[src/rtl/usb_rx_pkg.sv]
package usb_rx_pkg;
  typedef enum logic [3:0] {
    ST_RESET,
    ST_HUNT,
    ST_SYNC,
    ST_DATA,
    ST_GAP,
    ST_EOP,
    ST_ERR,
    ST_ABORT1,
    ST_ABORT2,
    ST_TERM
  } rx_state_e;

  localparam logic LVL_J = 1'b1;
  localparam logic LVL_K = 1'b0;
endpackage

[src/rtl/usb_rx_line.sv]
module usb_rx_line
  import usb_rx_pkg::*;
#(
  parameter int               SYNC_W   = 8,
  parameter logic [SYNC_W-1:0] SYNC_PAT = 8'b0101_0100
) (
  input  logic clk_i,
  input  logic rst_ni,
  input  logic bit_en_i,
  input  logic dp_i,
  input  logic dm_i,
  input  logic hunt_i,
  output logic lvl_o,
  output logic se0_o,
  output logic sync_hit_o
);
  logic [SYNC_W-1:0] hist_q;
  logic [SYNC_W-1:0] window;

  assign lvl_o  = dp_i;
  assign se0_o  = ~dp_i & ~dm_i;
  assign window = {hist_q[SYNC_W-2:0], lvl_o};
  assign sync_hit_o = hunt_i & bit_en_i & ~se0_o & (window == SYNC_PAT);

  // history reads all-J on every entry to the hunt
  always_ff @(posedge clk_i or negedge rst_ni) begin
    if (!rst_ni) begin
      hist_q <= {SYNC_W{LVL_J}};
    end else if (!hunt_i) begin
      hist_q <= {SYNC_W{LVL_J}};
    end else if (bit_en_i) begin
      hist_q <= se0_o ? {SYNC_W{LVL_J}} : window;
    end
  end
endmodule

[src/rtl/usb_rx_destuff.sv]
module usb_rx_destuff
  import usb_rx_pkg::*;
#(
  parameter int BYTE_W  = 8,
  parameter int RUN_LEN = 6
) (
  input  logic              clk_i,
  input  logic              rst_ni,
  input  logic              hunt_i,
  input  logic              start_i,
  input  logic              step_i,
  input  logic              lvl_i,
  output logic              byte_done_o,
  output logic              stuff_err_o,
  output logic              partial_o,
  output logic [BYTE_W-1:0] data_o
);
  localparam int CNT_W  = (BYTE_W > 1) ? $clog2(BYTE_W) : 1;
  localparam int ONES_W = $clog2(RUN_LEN + 1);

  logic              prev_q;
  logic [ONES_W-1:0] ones_q;
  logic [CNT_W-1:0]  cnt_q;
  logic [BYTE_W-1:0] sh_q;
  logic [BYTE_W-1:0] hold_q;

  logic              bit_d;
  logic              at_run;
  logic              take;
  logic [BYTE_W-1:0] next_byte;

  assign bit_d       = (lvl_i == prev_q);
  assign at_run      = (ones_q == ONES_W'(RUN_LEN));
  assign take        = step_i & ~at_run;
  assign stuff_err_o = step_i & at_run & bit_d;
  assign byte_done_o = take & (cnt_q == CNT_W'(BYTE_W - 1));
  assign next_byte   = {bit_d, sh_q[BYTE_W-1:1]};
  assign partial_o   = (cnt_q != '0);
  assign data_o      = hold_q;

  always_ff @(posedge clk_i or negedge rst_ni) begin
    if (!rst_ni) begin
      prev_q <= LVL_J;
      ones_q <= '0;
      cnt_q  <= '0;
      sh_q   <= '0;
      hold_q <= '0;
    end else if (hunt_i) begin
      // marker ends on K with a decoded 1 already counted
      prev_q <= start_i ? lvl_i : LVL_J;
      ones_q <= ONES_W'(1);
      cnt_q  <= '0;
    end else if (step_i) begin
      prev_q <= lvl_i;
      if (at_run) begin
        ones_q <= '0;
      end else begin
        ones_q <= bit_d ? ones_q + 1'b1 : '0;
        sh_q   <= next_byte;
        cnt_q  <= byte_done_o ? '0 : cnt_q + 1'b1;
      end
      if (byte_done_o) hold_q <= next_byte;
    end
  end
endmodule

[src/rtl/usb_rx_fsm.sv]
module usb_rx_fsm
  import usb_rx_pkg::*;
#(
  parameter int EOP_SE0 = 2
) (
  input  logic      clk_i,
  input  logic      rst_ni,
  input  logic      bit_en_i,
  input  logic      se0_i,
  input  logic      lvl_i,
  input  logic      sync_hit_i,
  input  logic      byte_done_i,
  input  logic      stuff_err_i,
  input  logic      partial_i,
  output rx_state_e state_o,
  output logic      hunt_o,
  output logic      step_o
);
  localparam int SW = $clog2(EOP_SE0 + 1);

  rx_state_e st_q, st_d;
  logic [SW-1:0] se0_q, se0_d;
  logic ab2_q, ab2_d;
  logic rcv;

  assign rcv     = st_q inside {ST_SYNC, ST_DATA, ST_GAP};
  assign hunt_o  = (st_q == ST_HUNT);
  assign step_o  = rcv & bit_en_i & ~se0_i & (se0_q == '0);
  assign state_o = st_q;

  always_comb begin
    st_d  = st_q;
    se0_d = rcv ? se0_q : '0;
    ab2_d = ab2_q;
    unique case (st_q)
      ST_RESET: st_d = ST_HUNT;
      ST_HUNT:  if (sync_hit_i) st_d = ST_SYNC;
      ST_SYNC, ST_DATA, ST_GAP: begin
        if (st_q == ST_DATA) st_d = ST_GAP;
        if (bit_en_i) begin
          if (se0_i) begin
            if (se0_q != SW'(EOP_SE0)) se0_d = se0_q + 1'b1;
          end else if (se0_q == SW'(EOP_SE0) && lvl_i == LVL_J) begin
            if (partial_i) begin
              st_d  = ST_ERR;
              ab2_d = 1'b1;
            end else begin
              st_d = ST_EOP;
            end
          end else if (se0_q != '0 || stuff_err_i) begin
            st_d  = ST_ERR;
            ab2_d = 1'b0;
          end else if (byte_done_i) begin
            st_d = ST_DATA;
          end
        end
      end
      ST_EOP, ST_ABORT1, ST_TERM: st_d = ST_HUNT;
      ST_ERR:    st_d = ab2_q ? ST_ABORT2 : ST_ABORT1;
      ST_ABORT2: if (bit_en_i && !se0_i && lvl_i == LVL_J) st_d = ST_TERM;
      default:   st_d = ST_HUNT;
    endcase
  end

  always_ff @(posedge clk_i or negedge rst_ni) begin
    if (!rst_ni) begin
      st_q  <= ST_RESET;
      se0_q <= '0;
      ab2_q <= 1'b0;
    end else begin
      st_q  <= st_d;
      se0_q <= se0_d;
      ab2_q <= ab2_d;
    end
  end
endmodule

[src/rtl/usb_rx_path.sv]
module usb_rx_path
  import usb_rx_pkg::*;
#(
  parameter int BYTE_W  = 8,
  parameter int RUN_LEN = 6,
  parameter int EOP_SE0 = 2
) (
  input  logic              clk_i,
  input  logic              rst_ni,
  input  logic              bit_en_i,
  input  logic              dp_i,
  input  logic              dm_i,
  output logic [BYTE_W-1:0] data_o,
  output logic              rx_active_o,
  output logic              rx_valid_o,
  output logic              rx_error_o
);
  rx_state_e state;
  logic lvl, se0, sync_hit, hunt, step;
  logic byte_done, stuff_err, partial;

  usb_rx_line u_line (
    .clk_i     (clk_i),
    .rst_ni    (rst_ni),
    .bit_en_i  (bit_en_i),
    .dp_i      (dp_i),
    .dm_i      (dm_i),
    .hunt_i    (hunt),
    .lvl_o     (lvl),
    .se0_o     (se0),
    .sync_hit_o(sync_hit)
  );

  usb_rx_destuff #(.BYTE_W(BYTE_W), .RUN_LEN(RUN_LEN)) u_destuff (
    .clk_i      (clk_i),
    .rst_ni     (rst_ni),
    .hunt_i     (hunt),
    .start_i    (sync_hit),
    .step_i     (step),
    .lvl_i      (lvl),
    .byte_done_o(byte_done),
    .stuff_err_o(stuff_err),
    .partial_o  (partial),
    .data_o     (data_o)
  );

  usb_rx_fsm #(.EOP_SE0(EOP_SE0)) u_fsm (
    .clk_i      (clk_i),
    .rst_ni     (rst_ni),
    .bit_en_i   (bit_en_i),
    .se0_i      (se0),
    .lvl_i      (lvl),
    .sync_hit_i (sync_hit),
    .byte_done_i(byte_done),
    .stuff_err_i(stuff_err),
    .partial_i  (partial),
    .state_o    (state),
    .hunt_o     (hunt),
    .step_o     (step)
  );

  assign rx_active_o = state inside {ST_SYNC, ST_DATA, ST_GAP, ST_ERR, ST_ABORT2};
  assign rx_valid_o  = (state == ST_DATA);
  assign rx_error_o  = (state == ST_ERR);
endmodule

[config.mk]
export PLATFORM = sky130hd
export DESIGN_NAME = usb_rx_path
export DESIGN_NICKNAME = d
export VERILOG_FILES = /design/src/rtl/usb_rx_pkg.sv /design/src/rtl/usb_rx_line.sv /design/src/rtl/usb_rx_destuff.sv /design/src/rtl/usb_rx_fsm.sv /design/src/rtl/usb_rx_path.sv
export SDC_FILE = /design/constraint.sdc
export NUM_CORES = 1
export LEC_CHECK = 0
export ABC_AREA = 1
export ABC_CLOCK_PERIOD_IN_PS = 2800
export BUFFER_PORTS_ARGS = -buffer_cell sky130_fd_sc_hd__buf_2
export CAP_MARGIN = 20
export CORE_MARGIN = 2
export CORE_UTILIZATION = 25
export DETAILED_ROUTE_END_ITERATION = 8
export SLEW_MARGIN = 25
export SYNTH_ARGS = -nofsm -noshare
export SYNTH_HDL_FRONTEND = slang
export SYNTH_HIERARCHICAL = 1
export SYNTH_SLANG_ARGS = --single-unit
[constraint.sdc]
create_clock -name clk_i -period 2.8 [get_ports clk_i]
set_input_delay 0.28 -clock clk_i [delete_from_list [all_inputs] [get_ports clk_i]]
set_output_delay 0.28 -clock clk_i [all_outputs]
set_load 0.1 [all_outputs]
==> impl_metrics.csv <==
group,metric,value,unit
pwr,powerDensity,771,mW/mm2
detailed_routing,wl_per_cell,10.0,um
synth,yosysUniqueCellTypes,25,
sta,rsz0062_at_grt,"no",
cells_and_area,finalCoreUtilization,29.8,%
sta,hold_viol,0,
sta,finalCritPeriodShare,70.6,%
detailed_routing,wl_met3,102,um
clocking,cts_tree,"built",
synth,synthAdderAreaFrac,3.11,%
clocking,hold_buffers,0,
clocking,root_buffer,"clkbuf_8",
cells_and_area,drive_gt1_share,19.1,%
clocking,cts_made_buffers,5,
cells_and_area,layout_common_cells,"nand2_1 (101), nor2_1 (36), inv_1 (36)",
sta,max_freq,506,MHz
clocking,cts_resized,0,
floorplanning,die_height,93.7,um
global_routing,overflow,0,
sta,slew_headroom,45.6,%
job,drv_cap,0,
detailed_routing,ant_nets,0,
pwr,p_int,1.02,mW
cells_and_area,n_fill_cell,838,
critical_path,r2r_start,"u_fsm/state_o[1]",
floorplanning,start_util,25.9,%
critical_path,cp-start-kind,"register",
synth,ys_seq_elements,36,
global_routing,grt_util_all_layers,10.1,%
cells_and_area,final_common_cell,"nand2_1",
sta,setup_viol,0,
global_routing,antenna_found_initial,0,
cells_and_area,multi_input_area,937,um2
floorplanning,pin_count,16,
detailed_routing,first_pass_iters,4,
detailed_routing,wl_met2,1780,um
critical_path,worstPathRequired,2.98,ns
detailed_routing,drt_iter0_drc,60,
critical_path,crit_type,"reg2reg",
pwr,power_frac_clock,23.1,%
status,status,"complete, no violations",
clocking,cts_sinks,36,
critical_path,startpoint,"u_fsm/state_o[1]",
detailed_routing,drt-total-wl,3960,um
floorplanning,core_area,0.00777,mm2
pwr,switching_share,42.7,%
synth,synthTopCellsByArea,"dfrtp_1 (35%), nand2_1 (19%), dfstp_2 (10%)",
sta,fin_skew,0.00620,ns
synth,synth_nets,281,
cells_and_area,seqCellArea,911,um2
synth,synth_top_family_by_area,"simple AND/OR/NAND/NOR gates",
pwr,seqPwrFrac,38.7,%
synth,ys_seq_area_share,45.3,%
synth,yosys.area_share.simple,38.3,%
critical_path,crit_path_end_kind,"register",
detailed_routing,drc,0,
placed_design,gp_congestion,0.814,
placed_design,port-buffer-count,15,
detailed_routing,wl_met1,2020,um
sta,setup_tns,0,ns
clocking,cts.htree.levels,2,
min_path,hp-class,"in2async",
pwr,pwr-share-comb,38.2,%
detailed_routing,top_layer,"met4",
synth,synth_area_per_cell,7.42,um2
detailed_routing,via_per_inst,4.09,
pwr,switchingPower,0.762,mW
sta,slew_viol_final,0,
pwr,ir_worst_vdd,0.170,mV
floorplanning,die_width,93.7,um
cells_and_area,finish.net_count,302,
cells_and_area,area_growth,14.9,%
global_routing,grt_max_degree,37,
synth,synth_xor_area_share,0,%
clocking,clk_pin_slew,0.07,ns
critical_path,worst_ep_arrival_time,2.16,ns
clocking,postCtsSetupBuffers,0,
clocking,clockBufferDepth,2,
floorplanning,dieArea,0.00878,mm2
synth,synthMuxAreaShare,0,%
global_routing,grt_pass1_wl,7110,um
sta,tightest_slew,0.817,ns
cells_and_area,diodes,0,
placed_design,place.detailed.hpwl,2790,um
synth,netlist.area_leader.share,34.8,%
synth,synth_area_leader_cell,"dfrtp_1",
detailed_routing,vias,1615,
clocking,clock_latency,0.29,ns
sta,layout_min_cycle_time,1.98,ns
floorplanning,rows,32,
synth,syn-instance-count,271,
synth,synth_compound_area_share,4.92,%
global_routing,grt_pass1_vias,1586,
critical_path,critPathMaxFanout,10,
pwr,leakage,1.30,nW
synth,yosysWarnings,6,
synth,syn_area,0.00201,mm2
metrics by stage:
step	hold WS [ns]	instances	instance area [um2]	total power, mW	setup slack [ns]
finish	0.0856	395	2310	1.78	0.824
global route	0.151	395	2310	1.93	0.557
floorplan	-0.0156	271	2020	1.24	0.592
global placement	0.416	387	2210	1.38	0.890
CTS	0.113	395	2310	1.80	0.803
detailed placement	0.428	387	2210	1.38	0.821
sequential cells by signal, summed over array words and instances, names as in the netlist:
| name | count |
|---|---|
| u_destuff/cnt_q | 3 |
| u_destuff/ones_q | 3 |
| u_line/hist_q | 7 |
| u_destuff/data_o | 8 |
| u_fsm/state_o | 4 |
| u_destuff/prev_q | 1 |
| u_destuff/sh_q | 7 |
| u_fsm/se0_q | 2 |
| u_fsm/ab2_q | 1 |
power by group through the flow:
stage               Sequential, mW  Combinational (mW)  Clock [mW]
floorplan                    0.681               0.561           0
detailed placement           0.700               0.684           0
finish                       0.690               0.681       0.411
global placement             0.695               0.682           0
global route                 0.706               0.780       0.445
CTS                          0.690               0.688       0.426
cells in the mapped netlist:
| master | number |
|---|---|
| a21oi_1 | 8 |
| a31oi_1 | 1 |
| and3_1 | 1 |
| buf_4 | 2 |
| dfrtp_1 | 28 |
| dfstp_2 | 8 |
| ha_1 | 5 |
| inv_1 | 36 |
| inv_2 | 3 |
| inv_4 | 1 |
| nand2_1 | 101 |
| nand2_2 | 6 |
| nand2_4 | 1 |
| nand2_8 | 1 |
| nand3_1 | 10 |
| nand3_4 | 1 |
| nand4_2 | 1 |
| nor2_1 | 36 |
| nor2_2 | 5 |
| nor2_4 | 4 |
| nor2_8 | 1 |
| nor3_1 | 1 |
| o211ai_1 | 1 |
| o21ai_0 | 7 |
| o21ai_1 | 2 |
critical path, stage by stage (launching register included):
cell and delay, ns:
dfrtp_1 0.49, inv_2 0.11, nand2_2 0.07, nor2_4 0.28, nand2_2 0.12, nor2_4 0.20
inv_2 0.04, nor2_1 0.14, inv_1 0.05, nand2_1 0.06, nand2_1 0.07, inv_1 0.05
nand3_1 0.06, nor2_1 0.08, nor2_1 0.04
routing by layer:
metal / up-vias / track usage, %
met3: 4 / 2.81
li1: 855 / -
met4: 0 / 4.11
met1: 744 / 13.2
met2: 12 / 15.7
met5: - / 0
worst paths after layout:
path                                        to  slack (ns)  depth (start not counted)
setup / recovery              u_fsm/state_o[0]        0.82                         14
setup reg to reg              u_fsm/state_o[0]        0.82                         14
min in group clk_i            u_line/hist_q[0]        0.29                          4
hold / removal             u_destuff/ones_q[2]        0.09                          1
hold reg to reg               u_line/hist_q[2]        0.48                          2
max in group asynchronous     u_fsm/state_o[2]        2.20                          1
logic make-up (layout without fill, tap and decap cells):
family	Yosys count	in the layout
AND/OR/NAND/NOR	169	169
flip-flops	36	36
buffers and inverters	42	64
adder cells (fa/ha/maj)	5	5
AO/OA/AOI/OAI	19	19
final cells by class:
type | instances | share of cell area (%)
Clock buffer | 8 | 4.33
Sequential cell | 36 | 39.4
Tap cell | 102 | 5.52
Timing Repair Buffer | 16 | 3.57
Inverter | 40 | 6.61
Multi-Input combinational cell | 193 | 40.6
Power figures use the tool's default switching activity.
